[src/rtl/ptw_pkg.sv]
package ptw_pkg;
    localparam int IDX_W   = 10;
    localparam int OFS_W   = 13;
    localparam int LEVELS  = 3;
    localparam int VA_W    = LEVELS * IDX_W + OFS_W;
    localparam int VPN_W   = LEVELS * IDX_W;
    localparam int PA_W    = 40;
    localparam int PFN_W   = PA_W - OFS_W;
    localparam int PTE_W   = 64;
    localparam int ENT_SH  = OFS_W - IDX_W;
    localparam int LVL_W   = 2;

    localparam int BIT_V   = 0;
    localparam int BIT_RD  = 1;
    localparam int BIT_WR  = 2;
    localparam int BIT_EX  = 3;
    localparam int PFN_LSB = OFS_W;

    typedef enum logic [1:0] {
        ACC_READ  = 2'b00,
        ACC_WRITE = 2'b01,
        ACC_EXEC  = 2'b10,
        ACC_RSVD  = 2'b11
    } acc_e;

    typedef enum logic [1:0] {
        FLT_NONE   = 2'b00,
        FLT_UNMAP  = 2'b01,
        FLT_PERM   = 2'b10
    } flt_e;

    typedef enum logic [1:0] {
        WS_IDLE = 2'b00,
        WS_REQ  = 2'b01,
        WS_WAIT = 2'b10
    } wstate_e;

    typedef struct packed {
        logic [VA_W-1:0]  va;
        acc_e             acc;
        logic [PFN_W-1:0] frame;
        logic [LVL_W-1:0] level;
    } walk_ctx_t;

    function automatic logic [PFN_W-1:0] next_frame(logic [PTE_W-1:0] pte);
        return pte[PFN_LSB +: PFN_W];
    endfunction

    function automatic logic [VPN_W-1:0] vpn_of(logic [VA_W-1:0] va);
        return va[VA_W-1:OFS_W];
    endfunction
endpackage

[src/rtl/ptw_addr_gen.sv]
module ptw_addr_gen
    import ptw_pkg::*;
(
    input  logic [PFN_W-1:0] frame,
    input  logic [VA_W-1:0]  va,
    input  logic [LVL_W-1:0] level,
    output logic [PA_W-1:0]  addr
);
    logic [IDX_W-1:0] idx_by_lvl [LEVELS];

    // Level 0 takes the topmost index field; deeper levels move toward the offset.
    for (genvar g = 0; g < LEVELS; g++) begin : g_idx
        localparam int LSB = OFS_W + (LEVELS - 1 - g) * IDX_W;
        assign idx_by_lvl[g] = va[LSB +: IDX_W];
    end

    logic [IDX_W-1:0] idx_sel;

    always_comb begin
        idx_sel = '0;
        for (int i = 0; i < LEVELS; i++) begin
            if (level == LVL_W'(i)) idx_sel = idx_by_lvl[i];
        end
    end

    assign addr = {frame, OFS_W'(0)} | (PA_W'(idx_sel) << ENT_SH);
endmodule

[src/rtl/ptw_perm_chk.sv]
module ptw_perm_chk
    import ptw_pkg::*;
(
    input  logic [PTE_W-1:0] pte,
    input  acc_e             acc,
    output logic             allow
);
    always_comb begin
        unique case (acc)
            ACC_READ:  allow = pte[BIT_RD];
            ACC_WRITE: allow = pte[BIT_WR];
            ACC_EXEC:  allow = pte[BIT_EX];
            default:   allow = 1'b0;
        endcase
    end
endmodule

[src/rtl/ptw_walker.sv]
module ptw_walker
    import ptw_pkg::*;
(
    input  logic             clk,
    input  logic             rst,
    input  logic             root_we,
    input  logic [PFN_W-1:0] root_frame,
    input  logic             miss_valid,
    input  logic [VA_W-1:0]  miss_va,
    input  logic [1:0]       miss_acc,
    output logic             busy,
    output logic             mem_req_valid,
    input  logic             mem_req_ready,
    output logic [PA_W-1:0]  mem_req_addr,
    input  logic             mem_rsp_valid,
    input  logic [PTE_W-1:0] mem_rsp_data,
    output logic             fill_valid,
    output logic [PTE_W-1:0] fill_pte,
    output logic [VPN_W-1:0] result_vpn,
    output logic             fault_valid,
    output logic [1:0]       fault_kind,
    output logic [LVL_W-1:0] fault_level
);
    wstate_e          st;
    walk_ctx_t        ctx;
    logic [PFN_W-1:0] root_q;
    logic             leaf_ok;
    logic             at_leaf;
    flt_e             flt_q;

    ptw_addr_gen u_addr (
        .frame (ctx.frame),
        .va    (ctx.va),
        .level (ctx.level),
        .addr  (mem_req_addr)
    );

    ptw_perm_chk u_perm (
        .pte   (mem_rsp_data),
        .acc   (ctx.acc),
        .allow (leaf_ok)
    );

    assign at_leaf       = (ctx.level == LVL_W'(LEVELS - 1));
    assign busy          = (st != WS_IDLE);
    assign mem_req_valid = (st == WS_REQ);
    assign result_vpn    = vpn_of(ctx.va);
    assign fault_kind    = flt_q;

    always_ff @(posedge clk) begin
        if (rst) begin
            st          <= WS_IDLE;
            ctx         <= '0;
            root_q      <= '0;
            fill_valid  <= 1'b0;
            fill_pte    <= '0;
            fault_valid <= 1'b0;
            flt_q       <= FLT_NONE;
            fault_level <= '0;
        end else begin
            fill_valid  <= 1'b0;
            fault_valid <= 1'b0;
            if (root_we) root_q <= root_frame;

            unique case (st)
                WS_IDLE: begin
                    if (miss_valid) begin
                        ctx.va    <= miss_va;
                        ctx.acc   <= acc_e'(miss_acc);
                        ctx.frame <= root_we ? root_frame : root_q;
                        ctx.level <= '0;
                        st        <= WS_REQ;
                    end
                end
                WS_REQ: begin
                    if (root_we)            st <= WS_IDLE;
                    else if (mem_req_ready) st <= WS_WAIT;
                end
                WS_WAIT: begin
                    if (root_we) begin
                        st <= WS_IDLE;
                    end else if (mem_rsp_valid) begin
                        if (!mem_rsp_data[BIT_V]) begin
                            fault_valid <= 1'b1;
                            flt_q       <= FLT_UNMAP;
                            fault_level <= ctx.level;
                            st          <= WS_IDLE;
                        end else if (!at_leaf) begin
                            ctx.frame <= next_frame(mem_rsp_data);
                            ctx.level <= ctx.level + 1'b1;
                            st        <= WS_REQ;
                        end else if (leaf_ok) begin
                            fill_valid <= 1'b1;
                            fill_pte   <= mem_rsp_data;
                            st         <= WS_IDLE;
                        end else begin
                            fault_valid <= 1'b1;
                            flt_q       <= FLT_PERM;
                            fault_level <= ctx.level;
                            st          <= WS_IDLE;
                        end
                    end
                end
                default: st <= WS_IDLE;
            endcase
        end
    end
endmodule

[config.mk]
export PLATFORM = sky130hd
export DESIGN_NAME = ptw_walker
export DESIGN_NICKNAME = d
export VERILOG_FILES = /design/src/rtl/ptw_pkg.sv /design/src/rtl/ptw_addr_gen.sv /design/src/rtl/ptw_perm_chk.sv /design/src/rtl/ptw_walker.sv
export SDC_FILE = /design/constraint.sdc
export NUM_CORES = 1
export LEC_CHECK = 0
export ABC_AREA = 0
export BUFFER_PORTS_ARGS = -buffer_cell sky130_fd_sc_hd__buf_2
export CORE_ASPECT_RATIO = 0.7
export CORE_UTILIZATION = 30
export DETAILED_ROUTE_END_ITERATION = 10
export GPL_ROUTABILITY_DRIVEN = 0
export PLACE_DENSITY = 0.57
export SETUP_SLACK_MARGIN = 0.1
export SYNTH_ARGS = -nofsm -noshare
export SYNTH_HDL_FRONTEND = slang
export SYNTH_SLANG_ARGS = --single-unit
export TNS_END_PERCENT = 5
[constraint.sdc]
create_clock -name clk -period 4.6 [get_ports clk]
set_clock_uncertainty 0.15 [all_clocks]
set_input_delay 0.46 -clock clk [delete_from_list [all_inputs] [get_ports clk]]
set_output_delay 0.46 -clock clk [all_outputs]
set_load 0.01 [all_outputs]
==> flow_summary_export.csv <==
group,metric,value,unit
clock_tree,cts_setup_buffers,0,
route,wl,19700,um
timing,fin_crit,2.79,ns
layout,final_core_util,37.6,%
route,wl_met1,9260,um
route,top_layer,"met5",
floorplan,fp.dieArea,25000,um2
layout,area_growth,22.4,%
timing,finalHoldViolations,0,
worst_setup_path,crit_chain,"inv_1 > ha_1 > and2b_1 > a21o_1 > buf_4 > o211ai_1 > a21oi_1",
worst_setup_path,max_stage_delay,0.50,ns
worst_setup_path,crit-reg2reg-launch,"ctx[0]",
synthesis,synth_cells,826,
timing,drv_slew,0,
clock_tree,cts_resized,0,
clock_tree,cts_tree,"built",
hold_path,holdPathEnd,"result_vpn[1]",
clock_tree,clockBufferDepth,2,
route,drtIter0Drc,293,
route,route.detailed.wl_per_inst,14.8,um
global_route,grt_use_total,15.6,%
synthesis,ys_top_cells_by_count,"160 x dfxtp_1, 141 x nand2_1, 134 x nand2b_1, 95 x mux2i_1, 73 x a21oi_1",
clock_tree,cts-buffers-inserted,17,
clock_tree,cts-root-buf,"clkbuf_16",
floorplan,core_area,23800,um2
route,wl_met2,8400,um
floorplan,io_pins,284,
placed_design,hpwl,13600,um
layout,final_area,8930,um2
layout,drive_gt1_share,30.7,%
route,post-route-drc-count,0,
route,dr.pass1.iters,4,
layout,fin_nets,1146,
synthesis,syn_area_per_cell,8.83,um2
timing,rsz0062_at_grt,"false",
power,p_leak,4.00,nW
route,vias_per_cell,4.41,
power,ir_worst_vdd,0.000292,V
synthesis,async_reset_ff_share,0,%
timing,tns,0,ns
synthesis,yosysMostFrequentCell,"dfxtp_1",
synthesis,post-synth-top-area-cell,"dfxtp_1",
worst_setup_path,slowest_stage,"a21o_1",
hold_path,worstHoldStart,"miss_va[14]",
clock_tree,cts.sinks,160,
clock_tree,clk_pin_slew,0.07,ns
floorplan,die_width,188,um
worst_setup_path,endpoint_kind,"flop",
global_route,grt_max_degree,151,
timing,period_share,60.6,%
power,powerDensity,360,nW/um2
route,wl_met3,1920,um
worst_setup_path,startpoint,"ctx[0]",
synthesis,synthesis.area,7300,um2
worst_setup_path,worstPathMaxFanout,22,
clock_tree,insertion_delay,0.42,ns
synthesis,synth_flop_cell,"dfxtp_1",
global_route,grt_pass1_wl,30600,um
layout,filler_cell_count,2482,
worst_setup_path,worstSetupStartpointType,"flop",
placed_design,port_buffers,267,
worst_setup_path,worst-path-buf-inv,2,
worst_setup_path,required,4.79,ns
timing,slew_headroom,23.9,%
timing,tightest_slew,1.14,ns
worst_setup_path,crit_family,"compound AO/OA/AOI/OAI gates",
worst_setup_path,worstSetupPathType,"reg -> reg",
timing,max_freq,359,MHz
hold_path,hold_path.class,"in -> reg",
synthesis,yosysSeqAreaShare,43.9,%
global_route,antenna_found_initial,3,
synthesis,ys_ff_latch,160,
route,dr_total_vias,5880,
synthesis,yosysWarnings,0,
floorplan,die_y,132,um
global_route,grt_pass1_vias,5445,
worst_setup_path,r2r_cells,7,
clock_tree,hold_buffers,0,
status,status,"completed",
run,drv_cap,0,
worst_setup_path,regToRegEndpoint,"ctx[19]",
global_route,overflow,0,
worst_setup_path,cp.arrival,2.97,ns
worst_setup_path,r2r_setup_slack,1.81,ns
placed_design,place_area,8340,um2
synthesis,synth_edf_count,0,
synthesis,synth_top_area_share,43.9,%
timing,setup_viol_count_final,0,
synthesis,synth_area_leaders,"dfxtp_1 44%, mux2i_1 13%, nand2b_1 11%",
clock_tree,htreeDepth,4,
synthesis,synth_cell_types,34,
floorplan,start_util,30.7,%
route,postRouteAntennaNets,0,
hold_path,min_path_cells,3,
floorplan,num_rows,47,
==> metrics by stage <==
stage          hold WS [ns]  power, mW  setup WS, ns  cells
2_1_floorplan         0.282       1.71          2.71    828
3_3_place_gp          0.287       1.81          1.60   1300
3_5_place_dp          0.292       1.82          1.62   1300
4_1_cts              0.0922       3.27          1.79   1332
5_1_grt              0.0993       3.36          1.59   1332
6_report              0.117       3.22          1.81   1333
==> flip-flops by register name, indices dropped and copies added, names as in the netlist <==
signal and count:
fill_valid 1, ctx 31, st 2, fill_pte 64, root_q 27, fault_kind 2, fault_valid 1, result_vpn 30
fault_level 2
==> per-layer routing <==
| layer | vias up | global-route usage (%) |
|---|---|---|
| li1 | 2990 | - |
| met4 | 2 | 3.63 |
| met5 | - | 0 |
| met1 | 2676 | 20.7 |
| met3 | 12 | 6.76 |
| met2 | 200 | 23.3 |
==> area by class of cell <==
cell class              instances  area [um2]  share of cell area (%)
diodes                          1        2.50                  0.0280
flip-flops and latches        160        3200                    35.9
multi-input cells             546        3330                    37.3
well taps                     318         398                    4.45
inverters                       3        11.3                   0.126
repair buffers                273        1400                    15.7
clock buffers                  20         457                    5.11
clock inverters                12         134                    1.50
==> worst max path at each step <==
| stage | end | slack (ns) | cells after the start |
|---|---|---|---|
| finish | ctx[19] | 1.81 | 7 |
| global route | ctx[16] | 1.59 | 7 |
| CTS | ctx[13] | 1.79 | 7 |
| detailed placement | ctx[1] | 1.62 | 5 |
| global placement | ctx[1] | 1.60 | 5 |
| floorplan | mem_req_addr[10] | 2.71 | 7 |
==> report_power, final <==
part	switching (mW)	internal, mW
Clock	0.605	0.831
Combinational	0.180	0.142
Sequential	0.0271	1.43
Total	0.812	2.40
==> cell families (layout without fill, tap and decap cells) <==
logic type      Yosys count  in the layout  synth area share (%)
fa+ha+maj                 3              3                 0.515
compound gates          116            116                  9.28
flops                   160            160                  43.9
buf+inv                 122            308                  10.9
other cells               1              4                0.0514
simple gates            329            329                  22.3
mux                      95             95                  13.0
==> cells in the final DEF (no fill, tap or decap), types with 2 or more instances in the layout <==
cell / count
buf_2: 266
dfxtp_1: 160
nand2_1: 141
nand2b_1: 133
mux2i_1: 95
a21oi_1: 72
nor2_1: 41
o211ai_1: 27
clkbuf_16: 17
o21ai_0: 10
buf_4: 5
clkinv_4: 4
inv_1: 3
nor2b_1: 3
ha_1: 3
conb_1: 3
clkinv_2: 3
bufinv_16: 2
clkbuf_8: 2
clkinvlp_4: 2
==> tightest hold or removal path, delay by kind of cell <==
kind | cells | cell delay [ns]
AOI/OAI and AO/OA | 1 | 0.05
buffers and inverters | 1 | 0.09
and+or+nand+nor | 1 | 0.05
Note: power is estimated with default switching activity, not from simulation.
